[src/rtl/rxr_pkg.sv]
package rxr_pkg;

    typedef enum logic [2:0] {
        S_IDLE = 3'd0,
        S_DATA = 3'd1,
        S_PAD  = 3'd2,
        S_HDR  = 3'd3,
        S_DROP = 3'd4
    } rxr_state_e;

    localparam int HDR_BYTES  = 4;
    localparam int FCS_BYTES  = 4;
    localparam int PAGE_SHIFT = 8;

    localparam logic [7:0] ST_GOOD  = 8'h01;
    localparam logic [7:0] ST_GROUP = 8'h20;

endpackage

[src/rtl/rxr_space.sv]
module rxr_space #(
    parameter int PG_W     = 8,
    parameter int MIN_FREE = 1518
) (
    input  logic [PG_W-1:0] cur,
    input  logic [PG_W-1:0] bnd,
    input  logic [PG_W-1:0] first,
    input  logic [PG_W-1:0] last,
    output logic            fits
);
    localparam int SW = PG_W + 2;
    localparam int BW = SW + 8;
    localparam logic signed [BW-1:0] MIN_B = BW'(MIN_FREE);

    logic signed [SW-1:0] c_s, b_s, f_s, l_s, room_pg;
    logic signed [BW-1:0] room_b;

    always_comb begin
        c_s = $signed({2'b00, cur});
        b_s = $signed({2'b00, bnd});
        f_s = $signed({2'b00, first});
        l_s = $signed({2'b00, last});
        if (c_s < b_s) begin
            room_pg = b_s - c_s;
        end else begin
            room_pg = (l_s - f_s) - (c_s - b_s);
        end
        room_b = $signed({room_pg, 8'h00});
        fits   = (room_b >= MIN_B);
    end
endmodule

[src/rtl/rxr_nextpg.sv]
module rxr_nextpg
    import rxr_pkg::*;
#(
    parameter int PG_W  = 8,
    parameter int LEN_W = 11
) (
    input  logic [PG_W-1:0]  base,
    input  logic [LEN_W-1:0] len,
    input  logic [PG_W-1:0]  first,
    input  logic [PG_W-1:0]  last,
    output logic [PG_W-1:0]  next
);
    localparam int TW = LEN_W + 1;
    localparam int EW = PG_W + 2;

    logic [TW-1:0] span_b;
    logic [EW-1:0] pages, sum, ring, fold;
    logic          unused_bits;

    always_comb begin
        span_b = TW'(len) + TW'(HDR_BYTES + FCS_BYTES + 255);
        pages  = EW'(span_b[TW-1:PAGE_SHIFT]);
        sum    = {2'b00, base} + pages;
        ring   = {2'b00, last} - {2'b00, first};
        fold   = (sum >= {2'b00, last}) ? (sum - ring) : sum;
        next   = fold[PG_W-1:0];
    end

    assign unused_bits = ^{span_b[PAGE_SHIFT-1:0], fold[EW-1:PG_W]};
endmodule

[src/rtl/rxr_wrap.sv]
module rxr_wrap #(
    parameter int PG_W = 8
) (
    input  logic [PG_W+7:0] addr,
    input  logic [PG_W-1:0] first,
    input  logic [PG_W-1:0] last,
    output logic [PG_W+7:0] addr_nx
);
    logic [PG_W+7:0] step;

    always_comb begin
        step    = addr + 1'b1;
        addr_nx = (step == {last, 8'h00}) ? {first, 8'h00} : step;
    end
endmodule

[src/rtl/rxr_ring_writer.sv]
module rxr_ring_writer
    import rxr_pkg::*;
#(
    parameter int PG_W      = 8,
    parameter int LEN_W     = 11,
    parameter int MIN_FRAME = 60,
    parameter int MAX_FRAME = 1514
) (
    input  logic              clk,
    input  logic              rst_n,
    input  logic              halt,
    input  logic [PG_W-1:0]   start_pg,
    input  logic [PG_W-1:0]   stop_pg,
    input  logic [PG_W-1:0]   bnd_pg,
    input  logic              cur_ld,
    input  logic [PG_W-1:0]   cur_ld_pg,
    input  logic              fr_sof,
    input  logic              fr_valid,
    input  logic              fr_eof,
    input  logic              fr_abort,
    input  logic [7:0]        fr_data,
    input  logic              irq_clr,
    output logic              mem_we,
    output logic [PG_W+7:0]   mem_addr,
    output logic [7:0]        mem_wdata,
    output logic [PG_W-1:0]   cur_pg,
    output logic              irq_flag,
    output logic              busy
);
    localparam int ADDR_W   = PG_W + 8;
    localparam int MIN_FREE = MAX_FRAME + HDR_BYTES;
    localparam logic [LEN_W-1:0] MIN_L = LEN_W'(MIN_FRAME);
    localparam logic [LEN_W-1:0] MAX_L = LEN_W'(MAX_FRAME);
    localparam logic [LEN_W-1:0] ONE_L = LEN_W'(1);

    typedef struct packed {
        rxr_state_e        st;
        logic [ADDR_W-1:0] wptr;
        logic [LEN_W-1:0]  len;
        logic [PG_W-1:0]   base;
        logic              grp;
        logic [PG_W-1:0]   cur;
        logic              irq;
        logic              we;
        logic [ADDR_W-1:0] addr;
        logic [7:0]        wdata;
        logic [1:0]        hidx;
    } regs_t;

    regs_t r_d, r_q;

    logic              room_ok;
    logic [ADDR_W-1:0] wptr_nx;
    logic [PG_W-1:0]   next_pg;
    logic [15:0]       stored_tot;
    logic [7:0]        hdr_byte;
    logic              done;

    rxr_space #(.PG_W(PG_W), .MIN_FREE(MIN_FREE)) u_space (
        .cur   (r_q.cur),
        .bnd   (bnd_pg),
        .first (start_pg),
        .last  (stop_pg),
        .fits  (room_ok)
    );

    rxr_wrap #(.PG_W(PG_W)) u_wrap (
        .addr    (r_q.wptr),
        .first   (start_pg),
        .last    (stop_pg),
        .addr_nx (wptr_nx)
    );

    rxr_nextpg #(.PG_W(PG_W), .LEN_W(LEN_W)) u_next (
        .base  (r_q.base),
        .len   (r_q.len),
        .first (start_pg),
        .last  (stop_pg),
        .next  (next_pg)
    );

    // header byte selected by position within the link header
    always_comb begin
        stored_tot = 16'(r_q.len) + 16'(HDR_BYTES);
        case (r_q.hidx)
            2'd0:    hdr_byte = r_q.grp ? (ST_GOOD | ST_GROUP) : ST_GOOD;
            2'd1:    hdr_byte = 8'(next_pg);
            2'd2:    hdr_byte = stored_tot[7:0];
            default: hdr_byte = stored_tot[15:8];
        endcase
    end

    always_comb begin
        r_d       = r_q;
        r_d.we    = 1'b0;
        r_d.wdata = 8'h00;
        done      = 1'b0;

        case (r_q.st)
            S_IDLE: begin
                if (fr_valid && fr_sof) begin
                    if (room_ok && !halt) begin
                        r_d.we    = 1'b1;
                        r_d.addr  = {r_q.cur, 8'(HDR_BYTES)};
                        r_d.wdata = fr_data;
                        r_d.wptr  = {r_q.cur, 8'(HDR_BYTES + 1)};
                        r_d.len   = ONE_L;
                        r_d.base  = r_q.cur;
                        r_d.grp   = fr_data[0];
                        r_d.hidx  = 2'd0;
                        if (fr_eof) begin
                            r_d.st = (ONE_L < MIN_L) ? S_PAD : S_HDR;
                        end else begin
                            r_d.st = S_DATA;
                        end
                    end else if (!fr_eof) begin
                        r_d.st = S_DROP;
                    end
                end
            end

            S_DATA: begin
                if (fr_abort) begin
                    r_d.st = S_IDLE;
                end else if (fr_valid) begin
                    if (r_q.len == MAX_L) begin
                        r_d.st = fr_eof ? S_IDLE : S_DROP;
                    end else begin
                        r_d.we    = 1'b1;
                        r_d.addr  = r_q.wptr;
                        r_d.wdata = fr_data;
                        r_d.wptr  = wptr_nx;
                        r_d.len   = r_q.len + ONE_L;
                        if (fr_eof) begin
                            r_d.st = ((r_q.len + ONE_L) < MIN_L) ? S_PAD : S_HDR;
                        end
                    end
                end
            end

            S_PAD: begin
                r_d.we    = 1'b1;
                r_d.addr  = r_q.wptr;
                r_d.wdata = 8'h00;
                r_d.wptr  = wptr_nx;
                r_d.len   = r_q.len + ONE_L;
                if ((r_q.len + ONE_L) == MIN_L) begin
                    r_d.st = S_HDR;
                end
            end

            S_HDR: begin
                r_d.we    = 1'b1;
                r_d.addr  = {r_q.base, 6'd0, r_q.hidx};
                r_d.wdata = hdr_byte;
                r_d.hidx  = r_q.hidx + 2'd1;
                if (r_q.hidx == 2'd3) begin
                    done   = 1'b1;
                    r_d.st = S_IDLE;
                end
            end

            S_DROP: begin
                if (fr_abort || (fr_valid && fr_eof)) begin
                    r_d.st = S_IDLE;
                end
            end

            default: r_d.st = S_IDLE;
        endcase

        if (done) begin
            r_d.cur = next_pg;
        end else if (cur_ld) begin
            r_d.cur = cur_ld_pg;
        end

        r_d.irq = (r_q.irq & ~irq_clr) | done;
    end

    always_ff @(posedge clk) begin
        if (!rst_n) begin
            r_q    <= '0;
            r_q.st <= S_IDLE;
        end else begin
            r_q    <= r_d;
        end
    end

    assign mem_we    = r_q.we;
    assign mem_addr  = r_q.addr;
    assign mem_wdata = r_q.wdata;
    assign cur_pg    = r_q.cur;
    assign irq_flag  = r_q.irq;
    assign busy      = (r_q.st != S_IDLE);

endmodule

[config.mk]
export PLATFORM = sky130hd
export DESIGN_NAME = rxr_ring_writer
export DESIGN_NICKNAME = d
export VERILOG_FILES = /design/src/rtl/rxr_pkg.sv /design/src/rtl/rxr_space.sv /design/src/rtl/rxr_nextpg.sv /design/src/rtl/rxr_wrap.sv /design/src/rtl/rxr_ring_writer.sv
export SDC_FILE = /design/constraint.sdc
export NUM_CORES = 1
export LEC_CHECK = 0
export BUFFER_PORTS_ARGS = -buffer_cell sky130_fd_sc_hd__buf_2
export CAP_MARGIN = 15
export CORE_ASPECT_RATIO = 0.6
export CORE_MARGIN = 2
export CORE_UTILIZATION = 47
export DETAILED_ROUTE_END_ITERATION = 6
export PLACE_DENSITY_LB_ADDON = 0.1
export SLEW_MARGIN = 5
export SYNTH_ARGS = -nofsm -noshare
export SYNTH_HDL_FRONTEND = slang
export SYNTH_SLANG_ARGS = --single-unit
[constraint.sdc]
create_clock -name clk -period 4.63 [get_ports clk]
set_clock_uncertainty 0.15 [all_clocks]
set_input_delay 0.463 -clock clk [delete_from_list [all_inputs] [get_ports clk]]
set_output_delay 0.463 -clock clk [all_outputs]
set_load 0.02 [all_outputs]
=== Word-level counts from Yosys, hierarchy flattened ===
Cells that the tools add are included.

* Add/subtract/negate cells: 12
* $lt $le $gt $ge: 4
* Equality and inequality tests: 21
* Multiplexer cells: 34
* Bitwise gates (word level): 3
* Reductions and logical operators: 17

{| class="wikitable"
|+ Operator list
! operator !! number
|-
| two-way mux 27 bit || 4
|-
| one-hot mux 25 bit (4 select lines) || 1
|-
| one-hot mux 27 bit (3 select lines) || 1
|-
| two-way mux 25 bit || 3
|-
| two-way mux 39 bit || 1
|-
| two-way mux 36 bit || 1
|-
| two-way mux 30 bit || 1
|-
| two-way mux 3 bit || 9
|-
| subtractor 8 x 8 -> 9 bit || 3
|-
| two-way mux 8 bit || 3
|-
| one-hot mux 8 bit (3 select lines) || 1
|-
| >= comparator 18 x 12 -> 1 bit (second input constant) || 1
|-
| adder 16 x 1 -> 16 bit (second input constant) || 1
|-
| == test 16 bit || 1
|-
| two-way mux 16 bit || 1
|-
| inequality test 2 bit (second input constant) || 8
|-
| subtractor 8 bit || 2
|-
| one-hot mux 3 bit (5 select lines) || 1
|-
| adder 11 x 3 -> 12 bit (second input constant) || 1
|-
| adder 11 x 9 -> 12 bit (second input constant) || 1
|-
| AND reduction 6 bit || 2
|-
| adder 11 x 1 -> 11 bit (second input constant) || 1
|-
| == test 11 bit (second input constant) || 1
|-
| == test 11 x 6 -> 1 bit (second input constant) || 1
|-
| 31 further kinds || 41
|}

* Flip-flop bits (word level): 75
* Bits of input ports: 49
* Output and inout port bits: 35
* Logic and storage cells: 102

=== Longest topological paths before layout ===
* Depth in word-level cells: 8
* Depth in mapped cells: 24
* Depth with buffers taken out: 21

=== Cells and area by module ===
From an unflattened synthesis, not the netlist that was laid out.

* Cell total of the unflattened synthesis: 927
* Area, all modules: 7,245.7 um2

{| class="wikitable"
|+ By module, submodules not included
! module !! instances !! cells an instance !! area each (um2) !! sequential area each (um2)
|-
| rxr_ring_writer || 1 || 504 || 4,057.6 || 1,501.4
|-
| rxr_space || 1 || 196 || 1,395.1 || 0.0
|-
| rxr_nextpg || 1 || 137 || 1,054.8 || 0.0
|-
| rxr_wrap || 1 || 90 || 738.2 || 0.0
|}

=== Worst setup path after synthesis ===
No wires, ideal clock.

* Path kind: in2reg
* From: input port bnd_pg[2]
* To: register r_q[41] (netlist name)
* Setup time: 0.128 ns
* Data arrival time: 4.236 ns
* Data required time: 4.352 ns
* Path slack: 0.117 ns
* Cell stages on the path: 22
* Buffers on the path: 4
* Cells stage by stage: inv_1 > ha_1 > clkbuf_1 > nor2b_1 > o21ai_0 > nand2b_1 > a21o_1 > a21o_1 > xnor2_1 > ha_1 > nor4b_1 > a211o_1 > a31oi_1 > a32o_1 > or4_4 > o21ai_2 > or3_1 > buf_2 > buf_6 > buf_6 > mux2i_1 > nor2_1

* Word-level cells in the longest chain between the ends: 6
* Elaborated cells between the ends (all ways): 8
* Classes of those cells: 3 x add/sub; 2 x order compare; 1 x mux; 2 x reduce/logical

{| class="wikitable"
|+ Ends and longest elaborated chain
! item !! line !! source
|-
| start: declaration || rxr_ring_writer.sv:14 || <nowiki>input logic [PG_W-1:0] bnd_pg,</nowiki>
|-
| subtractor 8 x 8 -> 9 bit || rxr_space.sv:26 || <nowiki>room_pg = (l_s - f_s) - (c_s - b_s);</nowiki>
|-
| subtractor 10 bit || rxr_space.sv:26 ||
|-
| two-way mux 10 bit (*) || rxr_space.sv:23 || <nowiki>if (c_s < b_s) begin</nowiki>
|-
| >= comparator 18 x 12 -> 1 bit (*) || rxr_space.sv:29 || <nowiki>fits = (room_b >= MIN_B);</nowiki>
|-
| logical AND 1 bit (*) || rxr_ring_writer.sv:102 || <nowiki>if (room_ok && !halt) begin</nowiki>
|-
| AND reduction 3 bit (no line) (*) || -- ||
|-
| end signal: assignment || rxr_ring_writer.sv:186 || <nowiki>r_q <= r_d;</nowiki>
|-
| end: declaration || rxr_ring_writer.sv:50 || <nowiki>regs_t r_d, r_q;</nowiki>
|}

Every way passes the cells marked *; elsewhere a longest branch is shown, timed or not.
A chain may end at the register's enable or synchronous reset.

=== Worst setup path in the final report ===
* From: register r_q, in the netlist cur_pg[1]
* To: register r_q[73] (netlist name)

* Word-level cells in the longest chain between the ends: 8
* Elaborated cells between the ends (all ways): 12
* Classes of those cells: 3 x add/sub; 2 x order compare; 1 x eq/ne; 4 x mux; 2 x reduce/logical

{| class="wikitable"
|+ Ends and longest elaborated chain
! item !! line !! source
|-
| subtractor 8 x 8 -> 9 bit || rxr_space.sv:26 ||
|-
| subtractor 10 bit || rxr_space.sv:26 ||
|-
| two-way mux 10 bit (*) || rxr_space.sv:23 ||
|-
| >= comparator 18 x 12 -> 1 bit (*) || rxr_space.sv:29 ||
|-
| logical AND 1 bit (*) || rxr_ring_writer.sv:102 ||
|-
| two-way mux 3 bit || rxr_ring_writer.sv:102 ||
|-
| two-way mux 39 bit || rxr_ring_writer.sv:101 || <nowiki>if (fr_valid && fr_sof) begin</nowiki>
|-
| one-hot mux 3 bit (5 select lines) || rxr_ring_writer.sv:99 || <nowiki>case (r_q.st)</nowiki>
|}

Every way passes the cells marked *; elsewhere a longest branch is shown, timed or not. The select of a mux whose other input is x is not followed.

==> results.py <==
metrics = {
    "power_and_ir_drop": {
        "p_leak_nw": 3.94,
        "vdd_drop_max_v": 0.000146,
        "power_mw": 2.16,
        "power_density_mw_per_mm2": 245,
    },
    "place": {
        "dp_hpwl_um": 19100,
        "dp_cells": 1240,
        "place.gp.congestion": 0.942,
        "portBuffers": 83,
    },
    "grt": {
        "gr-total-overflow": 0,
        "grt_max_degree": 42,
        "first_global_vias": 6297,
        "grt_antenna_before_repair": 1,
        "gr-usage-all-layers_pct": 29.0,
        "grt_pass1_wl_um": 36500,
    },
    "timing": {
        "worstMarginPinSlew_ps": 950,
        "fin_crit_ps": 4520,
        "fmax_mhz": 221,
        "tns_ps": 0,
        "report.final.hold_viol_count": 0,
        "fin_crit_sh_pct": 97.5,
        "setup_viol": 0,
        "slew_viol_final": 0,
        "maxSlewHeadroom_pct": 36.6,
    },
    "synth": {
        "ys_types": 77,
        "syn_inst": 935,
        "synthTopCellsByCount": "nor2_1, dfxtp_1, inv_1, ha_1, a21oi_1",
        "synth-xor-area-share_pct": 6.30,
        "yosysWarnings": 0,
        "synth_area_leaders": "dfxtp_1, ha_1, nor2_1",
        "syn_area_sq_mm": 0.00723,
        "ys_async_sr_fraction_pct": 0,
        "synth_most_common_cell": "nor2_1",
        "yosysTopAreaCell": "dfxtp_1",
        "ys_ff_latch": 75,
        "synth_edf_count": 0,
        "muxShareOfSynthArea_pct": 2.68,
        "synth_compound_area_share_pct": 26.6,
        "yosys.area_share.simple_pct": 19.1,
        "yosysTopAreaCellShare_pct": 20.8,
        "synth_top_family_by_area": "compound AO/OA/AOI/OAI gates",
        "syn_nets": 1059,
        "avgSynthCellArea_sq_um": 7.73,
        "seq_area_frac_synth_pct": 20.8,
        "ys.flop_type": "dfxtp_1",
        "synth_adder_area_share_pct": 14.2,
    },
    "clocking": {
        "clock_latency_ps": 340,
        "hold_buffers": 0,
        "htree_levels": 3,
        "cts_buffers": 9,
        "cts_tree": "yes",
        "clk_pin_slew_ps": 60,
        "cts_max_path_buffers": 2,
        "cts_sinks": 75,
        "cts-root-buf": "clkbuf_16",
    },
    "route": {
        "dr.pass1.iters": 5,
        "ant_nets": 0,
        "wl_um": 24100,
        "avgViaCountPerCell": 5.69,
        "drt-wirelength-per-cell_um": 19.1,
        "drt_iter0_drc": 611,
        "route.detailed.drc": 0,
        "vias": 7191,
    },
    "final_layout": {
        "fill_cells": 1464,
        "diodes": 0,
        "final_core_util_pct": 57.9,
        "drive_gt1_share_pct": 25.8,
        "finalNonFillerCells": 1263,
        "area_growth_pct": 21.8,
        "final_nets": 1179,
    },
    "die": {
        "initial_core_util_pct": 47.6,
        "rows": 35,
        "die_x_um": 164,
        "die_h_um": 100,
        "core-area_sq_mm": 0.0152,
        "dieArea_sq_mm": 0.0164,
        "pin_count": 84,
    },
    "job": {
        "cap_violations": 0,
    },
    "outcome": {
        "outcome": "finished, final reports clean",
    },
    "worst_setup_path": {
        "required_ps": 4710,
        "criticalPathCategory": "flop to flop",
        "crit_path_start_kind": "flop",
        "cp_max_fo": 3,
        "end_kind": "flop",
        "arrival_ps": 4600,
    },
    "worst_hold_path": {
        "hold_path.class": "input pin to flop",
    },
}
[per-stage QoR]
stage	hold WS (ps)	setup WS, ps	area, sq um
detailed placement	314	-387	8240
floorplan	294	117	7230
global route	173	-79.3	8810
CTS	177	9.68	8550
finish	183	114	8810
global placement	311	-410	8240
[where the power goes]
part / total, mW / internal (mW) / switching, mW
Combinational: 0.807 / 0.375 / 0.433
Sequential: 0.693 / 0.665 / 0.0278
Clock: 0.660 / 0.363 / 0.297
Total: 2.16 / 1.40 / 0.757
[sequential cells by signal (all words and copies together), names as in the netlist]
register   cells
r_q           41
mem_addr      16
cur_pg         8
mem_wdata      8
irq_flag       1
mem_we         1
[area by class of cell]
cell class / count / area, sq um / area share [%]
Multi-Input combinational cell: 704 / 5190 / 58.9
Sequential cell: 75 / 1500 / 17.1
Timing Repair Buffer: 198 / 1340 / 15.2
Tap cell: 203 / 254 / 2.88
Inverter: 67 / 251 / 2.86
Clock buffer: 10 / 229 / 2.60
Clock inverter: 6 / 41.3 / 0.469
[cell usage in the layout (no fill, tap or decap), types with 16 or more instances in the layout]
| master | synthesis | layout |
|---|---|---|
| dfxtp_1 | 75 | 73 |
| nor2_1 | 88 | 87 |
| a21o_1 | 16 | 16 |
| nand2_1 | 53 | 52 |
| inv_1 | 67 | 66 |
| o21a_1 | 17 | 16 |
| ha_1 | 63 | 59 |
| nor3_1 | 17 | 16 |
| o21ai_0 | 60 | 56 |
| xor2_1 | 19 | 17 |
| xnor2_1 | 33 | 28 |
| a21oi_1 | 61 | 56 |
| mux2i_1 | 16 | 16 |
| buf_4 | 32 | 111 |
| buf_2 | 13 | 83 |
| nand3_1 | 29 | 29 |
[kinds of logic after synthesis]
group | after synthesis
adder cells (fa/ha/maj) | 75
AND/OR/NAND/NOR | 276
multiplexers | 19
buffers and inverters | 156
AO/OA/AOI/OAI | 282
XOR/XNOR | 52
flip-flops | 75
[metal layers]
layer | share of wire (%) | track usage [%] | vias to the layer above
met1 | 54 | 49.6 | 3313
met2 | 36 | 35.6 | 309
li1 | - | - | 3554
met5 | 0 | 0 | -
met3 | 9.7 | 6.69 | 15
met4 | 0.68 | 3.58 | 0
[path summary, 6_finish.rpt]
check                    from      endpoint  slack [ps]  cells past startpoint
setup / recovery    cur_pg[1]       r_q[73]         110                     18
hold / removal     fr_data[4]  mem_wdata[4]         180                      2
setup reg to reg    cur_pg[1]       r_q[73]         110                     18
hold reg to reg   mem_addr[0]   mem_addr[0]         320                      2
[what timing repair did]
item	CTS	global route
gates resized for setup	8	41
pin swaps	2	21
endpoints found under the setup margin	46	66
gates cloned	0	2
buffers inserted	1	4
[critical path, stage by stage (launching register included)]
cell and delay, ps:
dfxtp_1 370, ha_1 260, nor2b_1 160, o31a_1 250, o21ai_0 150, nand2b_1 120, a31oi_1 250, xnor2_1 210
ha_1 320, nor4b_2 240, a211o_1 140, a31oi_1 40, a32o_1 300, or4_4 540, o211ai_1 180, buf_4 170
and2_4 180, a21oi_1 100, o221a_2 250
Power figures use the tool's default switching activity.
